### config.mk
export PLATFORM = sky130hd
export DESIGN_NAME = dual_seg_xlate
export DESIGN_NICKNAME = d
export VERILOG_FILES = /design/src/rtl/seg_xlate_pkg.sv /design/src/rtl/seg_regs.sv /design/src/rtl/seg_lane.sv /design/src/rtl/dual_seg_xlate.sv
export SDC_FILE = /design/constraint.sdc
export NUM_CORES = 1
export LEC_CHECK = 0
export BUFFER_PORTS_ARGS = -buffer_cell sky130_fd_sc_hd__buf_2
export CORE_MARGIN = 3
export CORE_UTILIZATION = 55
export CTS_BUF_LIST = sky130_fd_sc_hd__clkbuf_8
export CTS_CLUSTER_SIZE = 12
export DETAILED_ROUTE_END_ITERATION = 12
export HOLD_SLACK_MARGIN = 0.03
export PLACE_DENSITY = 0.9
export SYNTH_ARGS = -nofsm -noshare
export SYNTH_HDL_FRONTEND = slang
export SYNTH_SLANG_ARGS = --single-unit
export TNS_END_PERCENT = 5
### constraint.sdc
create_clock -name clk_i -period 3.19 [get_ports clk_i]
set_input_delay 0 -clock clk_i [delete_from_list [all_inputs] [get_ports clk_i]]
set_output_delay 0 -clock clk_i [all_outputs]
set_load 0.02 [all_outputs]
### src/rtl/seg_xlate_pkg.sv
package seg_xlate_pkg;
  localparam int unsigned NUM_SEG_REGS = 4;
  localparam int unsigned SEL_W = $clog2(NUM_SEG_REGS);

  typedef enum logic [SEL_W-1:0] {
    SEL_CODE_BASE  = 2'd0,
    SEL_CODE_LIMIT = 2'd1,
    SEL_DATA_BASE  = 2'd2,
    SEL_DATA_LIMIT = 2'd3
  } seg_sel_e;

  localparam int unsigned NUM_LANES = 2;
  localparam int unsigned LANE_CODE = 0;
  localparam int unsigned LANE_DATA = 1;
endpackage

### src/rtl/seg_regs.sv
module seg_regs
  import seg_xlate_pkg::*;
#(
  parameter int unsigned AW = 32
) (
  input  logic                              clk_i,
  input  logic                              rst_ni,
  input  logic                              sup_mode_i,
  input  logic                              we_i,
  input  logic [SEL_W-1:0]                  sel_i,
  input  logic [AW-1:0]                     wdata_i,
  output logic [AW-1:0]                     rdata_o,
  output logic                              priv_err_o,
  output logic [NUM_SEG_REGS-1:0][AW-1:0]   regs_o
);
  logic [NUM_SEG_REGS-1:0][AW-1:0] regs_q;
  logic                            err_q;
  logic                            wr_ok, wr_bad;

  assign wr_ok  = we_i & sup_mode_i;
  assign wr_bad = we_i & ~sup_mode_i;

  always_ff @(posedge clk_i or negedge rst_ni) begin
    if (!rst_ni) begin
      regs_q <= '0;
      err_q  <= 1'b0;
    end else begin
      err_q <= wr_bad;
      if (wr_ok) regs_q[sel_i] <= wdata_i;
    end
  end

  assign regs_o     = regs_q;
  assign priv_err_o = err_q;
  assign rdata_o    = sup_mode_i ? regs_q[sel_i] : '0;

  assert_user_write_ignored_R6: assert property (@(posedge clk_i) disable iff (!rst_ni)
    (we_i && !sup_mode_i) |=> $stable(regs_q));

  assert_user_write_pulse_R6: assert property (@(posedge clk_i) disable iff (!rst_ni)
    (we_i && !sup_mode_i) |=> priv_err_o);

  assert_pulse_has_cause_R6: assert property (@(posedge clk_i) disable iff (!rst_ni)
    priv_err_o |-> $past(we_i && !sup_mode_i));

  assert_sup_write_lands_R5: assert property (@(posedge clk_i) disable iff (!rst_ni)
    (we_i && sup_mode_i) |=> regs_q[$past(sel_i)] == $past(wdata_i));
endmodule

### src/rtl/seg_lane.sv
module seg_lane #(
  parameter int unsigned AW = 32
) (
  input  logic          clk_i,
  input  logic          rst_ni,
  input  logic          req_i,
  input  logic [AW-1:0] laddr_i,
  input  logic [AW-1:0] base_i,
  input  logic [AW-1:0] limit_i,
  output logic [AW-1:0] paddr_o,
  output logic          valid_o,
  output logic          fault_o
);
  logic over;

  assign over    = laddr_i >= limit_i;
  assign paddr_o = laddr_i + base_i;  // driven even on fault
  assign fault_o = req_i & over;
  assign valid_o = req_i & ~over;

  assert_one_outcome_R2: assert property (@(posedge clk_i) disable iff (!rst_ni)
    req_i |-> (valid_o ^ fault_o));

  assert_idle_quiet_R9: assert property (@(posedge clk_i) disable iff (!rst_ni)
    !req_i |-> !(valid_o || fault_o));
endmodule

### src/rtl/dual_seg_xlate.sv
module dual_seg_xlate
  import seg_xlate_pkg::*;
#(
  parameter int unsigned AW = 32
) (
  input  logic             clk_i,
  input  logic             rst_ni,
  input  logic             sup_mode_i,
  input  logic             cfg_we_i,
  input  logic [1:0]       cfg_sel_i,
  input  logic [AW-1:0]    cfg_wdata_i,
  output logic [AW-1:0]    cfg_rdata_o,
  output logic             priv_err_o,
  input  logic             if_req_i,
  input  logic [AW-1:0]    if_laddr_i,
  output logic [AW-1:0]    if_paddr_o,
  output logic             if_valid_o,
  output logic             if_fault_o,
  input  logic             dt_req_i,
  input  logic [AW-1:0]    dt_laddr_i,
  output logic [AW-1:0]    dt_paddr_o,
  output logic             dt_valid_o,
  output logic             dt_fault_o
);
  logic [NUM_SEG_REGS-1:0][AW-1:0] regs;
  logic [NUM_LANES-1:0]            req, valid, fault;
  logic [NUM_LANES-1:0][AW-1:0]    laddr, paddr;

  seg_regs #(.AW(AW)) u_regs (
    .clk_i      (clk_i),
    .rst_ni     (rst_ni),
    .sup_mode_i (sup_mode_i),
    .we_i       (cfg_we_i),
    .sel_i      (cfg_sel_i),
    .wdata_i    (cfg_wdata_i),
    .rdata_o    (cfg_rdata_o),
    .priv_err_o (priv_err_o),
    .regs_o     (regs)
  );

  assign req[LANE_CODE]   = if_req_i;
  assign laddr[LANE_CODE] = if_laddr_i;
  assign req[LANE_DATA]   = dt_req_i;
  assign laddr[LANE_DATA] = dt_laddr_i;

  // lane k uses register pair {2k, 2k+1}: base then limit
  for (genvar k = 0; k < NUM_LANES; k++) begin : g_lane
    seg_lane #(.AW(AW)) u_lane (
      .clk_i   (clk_i),
      .rst_ni  (rst_ni),
      .req_i   (req[k]),
      .laddr_i (laddr[k]),
      .base_i  (regs[2*k]),
      .limit_i (regs[2*k+1]),
      .paddr_o (paddr[k]),
      .valid_o (valid[k]),
      .fault_o (fault[k])
    );
  end

  assign if_paddr_o = paddr[LANE_CODE];
  assign if_valid_o = valid[LANE_CODE];
  assign if_fault_o = fault[LANE_CODE];
  assign dt_paddr_o = paddr[LANE_DATA];
  assign dt_valid_o = valid[LANE_DATA];
  assign dt_fault_o = fault[LANE_DATA];

  assert_code_limit_R4: assert property (@(posedge clk_i) disable iff (!rst_ni)
    (if_req_i && (if_laddr_i >= regs[SEL_CODE_LIMIT])) |-> if_fault_o);

  assert_data_limit_R4: assert property (@(posedge clk_i) disable iff (!rst_ni)
    (dt_req_i && (dt_laddr_i >= regs[SEL_DATA_LIMIT])) |-> dt_fault_o);

  assert_valid_inside_R2: assert property (@(posedge clk_i) disable iff (!rst_ni)
    dt_valid_o |-> (dt_laddr_i < regs[SEL_DATA_LIMIT]));
endmodule

==> results.txt <==
- Area growth from synthesis to layout: 20.67%
* Hold Slack: 0.1423 ns
- For this run, the top clock speed supported by timing is 0.3151 GHz.
- Unrepaired setup endpoints after global routing: true
* Worst relative slew slack: 29.11%
- In this run, synthesis inferred 0 flip-flops with an integrated enable.
- Antenna-violating nets left: 0
- STA classifies the critical path startpoint as a register.
- Clock-pin slew was measured on the worst setup and hold paths at 0.08 ns.
* Global-route track usage on met1: 42.91%
* Most frequent standard cell in the layout excluding fill and tap cells: sky130_fd_sc_hd__buf_2
- Detailed placement ended at an HPWL of 24930 µm.
* Total power of the final layout: 0.008726 W
- Global routing consumed, on the met2 layer, 51.57% of the routing resources.
- Instance count of the mapped netlist: 1044
- VDD sags by at most 0.3575 mV.
- Sequential-to-total area share from yosys stat: 30.30%
- # nets final: 1509
- Measured along the y axis, the die boundary spans 145.2 µm.
- The worst setup path is of the register to output pin kind.
- Fraction of synthesis flops using an asynchronous set or reset pin: 100.0%
* Most crowded layer after global routing: met2
- The number of global-route vias before repair is 10.13k.
- For this block, the via count after detailed routing is 9963.
* Initial drt markers: 1122
* Pins over their slew limit: 0
- The clock tree synthesis step divided the H-tree into 4 levels.
- The initial antenna violation count is 3.
- Entering global routing, the biggest net connects 85 pins.
- Count of buffers from port buffering: 204
- Number of CTS-inserted buffers: 17
* Final Hold Violating Endpoints: 0
- After layout, the worst path uses 99.50% of the clock period.
* Setup Total Neg Slack: 0 ns
- Setup violations remaining at the end of the flow were counted as 0.
- At the later pin of the worst-skew pair, clock insertion delay measures 0.45 ns.
- Dividing the synthesized area by the synthesized cell count gives 10.20 µm².
- Across the run, the number of max-cap violations was 0.
- In this run the deepest clock path goes through 2 buffers.
* Clock sinks: 129
- Least-Margin Pin Slew: 1.063 ns
- The floorplan step set the die width to 145.2 µm.
- # placed instances: 1483
- Ys Warns: 0
* Post-layout instance area: 0.01286 mm²
- Layout cells sized above 1: 33.95%
- The final layout contains routed wiring with a total length of 36320 µm.
- TritonCTS clock tree: yes
* Global-route wire length before repair: 55760 µm
* Pwr dens: 678.7 mW/mm²
- Cell area after placement: 0.01195 mm²
- After global routing the overflow that remains totals 0.
- Average routed wire per standard cell: 23.37 µm
* Root buffer selected by CTS: sky130_fd_sc_hd__clkbuf_8
- After the flow finishes, the layout carries non-filler instances totaling 1554.
* Met3 demand-to-capacity share in global routing: 7.277%
- Summing every instance area after synthesis gives 0.01065 mm².
- Final GP Congestion: 0.9530
- Die area: 0.02108 mm²
* Detailed-routing iteration count for the pre-antenna-repair pass: 5
- Most frequent cells in the layout: sky130_fd_sc_hd__buf_2 (197), sky130_fd_sc_hd__mux2_2 (128), sky130_fd_sc_hd__dfrtp_1 (128), sky130_fd_sc_hd__ha_1 (123), sky130_fd_sc_hd__inv_1 (83)
- Max Clock Skew: 0 ns
- #FFs+latches synth: 129
* Core Footprint: 0.01889 mm²
- Row generation in the floorplan step produced 50 rows.
- Summed over all cells, the static leakage comes to 6.257 nW.
- For this run, the leading register cell type out of synthesis is sky130_fd_sc_hd__dfrtp_1.
* Data arrival, critical path: 3.17 ns
- Using the TritonRoute via totals, the vias-per-cell ratio works out to 6.411.
* Top fanout value on the critical path: 7
* GRT Overall Usage: 33.16%
- For this design the top-level I/O count stands at 205.
- After detailed routing, the number of remaining DRC violations is 0.
- Worst Path Required: 3.19 ns
- The worst setup path is captured at an output pin.
- The number of nets handed over by synthesis was 1276.
- Class of the tightest hold or removal check: input pin to register
* Outcome: complete, no violations
* Yosys cell types: 59
- The worst path needs 3.174 ns of the cycle, external delays included.
* Initial Utilization: 56.39%
[state kept, by name (all words and copies together) (netlist names)]
name and cells:
u_regs.priv_err_o 1, u_regs.regs_o 128
[stage by stage]
step           setup WS [ns]  util, %
3_3_place_gp          0.3338    63.26
4_1_cts              -0.1040    67.46
5_1_grt             -0.08695    68.05
6_report             0.01601    68.05
3_5_place_dp          0.3097    63.26
2_1_floorplan         0.6254        -
[power by group]
part	internal, W	leakage [nW]	total, W	switching [W]
registers	0.00199	1.55	0.00248	0.000490
logic	0.00199	4.49	0.00469	0.00270
clock network	0.000880	0.224	0.00155	0.000667
total	0.00487	6.26	0.00873	0.00386
[synth_stat cells, types with 2 or more instances]
cell / count / area, µm²
sky130_fd_sc_hd__a2111oi_0: 6 / 52.55
sky130_fd_sc_hd__a211oi_1: 4 / 30.03
sky130_fd_sc_hd__a21o_1: 46 / 345.3
sky130_fd_sc_hd__a21oi_1: 84 / 420.4
sky130_fd_sc_hd__a221o_1: 3 / 30.03
sky130_fd_sc_hd__a221oi_1: 4 / 35.03
sky130_fd_sc_hd__a31oi_1: 5 / 31.28
sky130_fd_sc_hd__a41oi_1: 4 / 35.03
sky130_fd_sc_hd__and2_1: 37 / 231.5
sky130_fd_sc_hd__and3_1: 5 / 31.28
sky130_fd_sc_hd__buf_1: 4 / 15.01
sky130_fd_sc_hd__buf_2: 10 / 50.05
sky130_fd_sc_hd__clkbuf_1: 24 / 90.09
sky130_fd_sc_hd__dfrtp_1: 129 / 3228
sky130_fd_sc_hd__fa_1: 2 / 40.04
sky130_fd_sc_hd__ha_1: 126 / 1577
sky130_fd_sc_hd__inv_1: 81 / 304.0
sky130_fd_sc_hd__mux2_2: 128 / 1441
sky130_fd_sc_hd__mux4_2: 32 / 720.7
sky130_fd_sc_hd__nand2_1: 46 / 172.7
sky130_fd_sc_hd__nand2b_1: 6 / 37.54
sky130_fd_sc_hd__nand3_1: 13 / 65.06
sky130_fd_sc_hd__nand4_1: 21 / 131.4
sky130_fd_sc_hd__nand4b_1: 2 / 17.52
sky130_fd_sc_hd__nor2_1: 32 / 120.1
sky130_fd_sc_hd__nor2b_1: 6 / 37.54
sky130_fd_sc_hd__nor3_1: 14 / 70.07
sky130_fd_sc_hd__nor4_1: 2 / 12.51
sky130_fd_sc_hd__o211a_1: 3 / 30.03
sky130_fd_sc_hd__o211ai_1: 5 / 37.54
sky130_fd_sc_hd__o21a_1: 9 / 67.56
sky130_fd_sc_hd__o21ai_0: 49 / 245.2
sky130_fd_sc_hd__o21bai_1: 9 / 67.56
sky130_fd_sc_hd__o31ai_1: 5 / 37.54
sky130_fd_sc_hd__or2_2: 3 / 18.77
sky130_fd_sc_hd__or3_1: 5 / 31.28
sky130_fd_sc_hd__xnor2_1: 38 / 332.8
sky130_fd_sc_hd__xor2_1: 21 / 183.9
[final timing paths]
path / to / from / slack [ns] / cells past startpoint
setup reg to reg: u_regs.regs_o[85] / u_regs.regs_o[85] / 2.25 / 1
min in group asynchronous: u_regs.regs_o[31] / rst_ni / 0.27 / 2
setup / recovery: dt_paddr_o[25] / u_regs.regs_o[65] / 0.02 / 9
hold / removal: u_regs.priv_err_o / sup_mode_i / 0.14 / 3
hold reg to reg: u_regs.regs_o[14] / u_regs.regs_o[14] / 0.56 / 1
max in group asynchronous: u_regs.regs_o[65] / rst_ni / 1.88 / 3
[metal layers]
layer  routed length, µm  part of all wire [%]
met1               14120                    39
met2               16200                    45
met3                3768                    10
met4                2226                   6.1
met5                   0                     0
[final cells by class]
cell class,instances,area [µm²]
Antenna cell,4,10.01
Timing Repair Buffer,253,1491
Inverter,81,304.0
Clock inverter,13,167.7
Sequential cell,129,3229
Tap cell,260,325.3
Fill cell,1320,6037
Multi-Input combinational cell,795,7067
Clock buffer,19,261.5
[worst max-delay path, cell delays in order, from the launching register on]
cell	delay (ns)
sky130_fd_sc_hd__dfrtp_2	0.46
sky130_fd_sc_hd__ha_1	0.33
sky130_fd_sc_hd__a211oi_2	0.32
sky130_fd_sc_hd__o31ai_4	0.13
sky130_fd_sc_hd__o2111a_2	0.30
sky130_fd_sc_hd__o2111ai_4	0.29
sky130_fd_sc_hd__a31oi_4	0.18
sky130_fd_sc_hd__and3_4	0.27
sky130_fd_sc_hd__nor4b_4	0.24
sky130_fd_sc_hd__buf_4	0.19
[logic make-up (layout without fill, tap and decap cells)]
logic type | count (synthesis) | in the layout | synth area share [%]
adder cells (fa/ha/maj) | 128 | 128 | 15.17
AO/OA/AOI/OAI | 251 | 251 | 15.41
XOR/XNOR | 59 | 59 | 4.850
other | 0 | 4 | 0
AND/OR/NAND/NOR | 196 | 196 | 9.525
multiplexers | 161 | 161 | 20.39
buffers and inverters | 120 | 366 | 4.357
flip-flops | 129 | 129 | 30.30
[repair_timing]
item / in CTS / in global routing
resized for setup: 7 / 27
buffers inserted: 0 / 1
hold buffers: 34 / 0
setup endpoints to repair: 14 / 27
pin swaps: 2 / 11
endpoints found under the hold margin: 211 / 0
(Power assumes the default switching activity.)
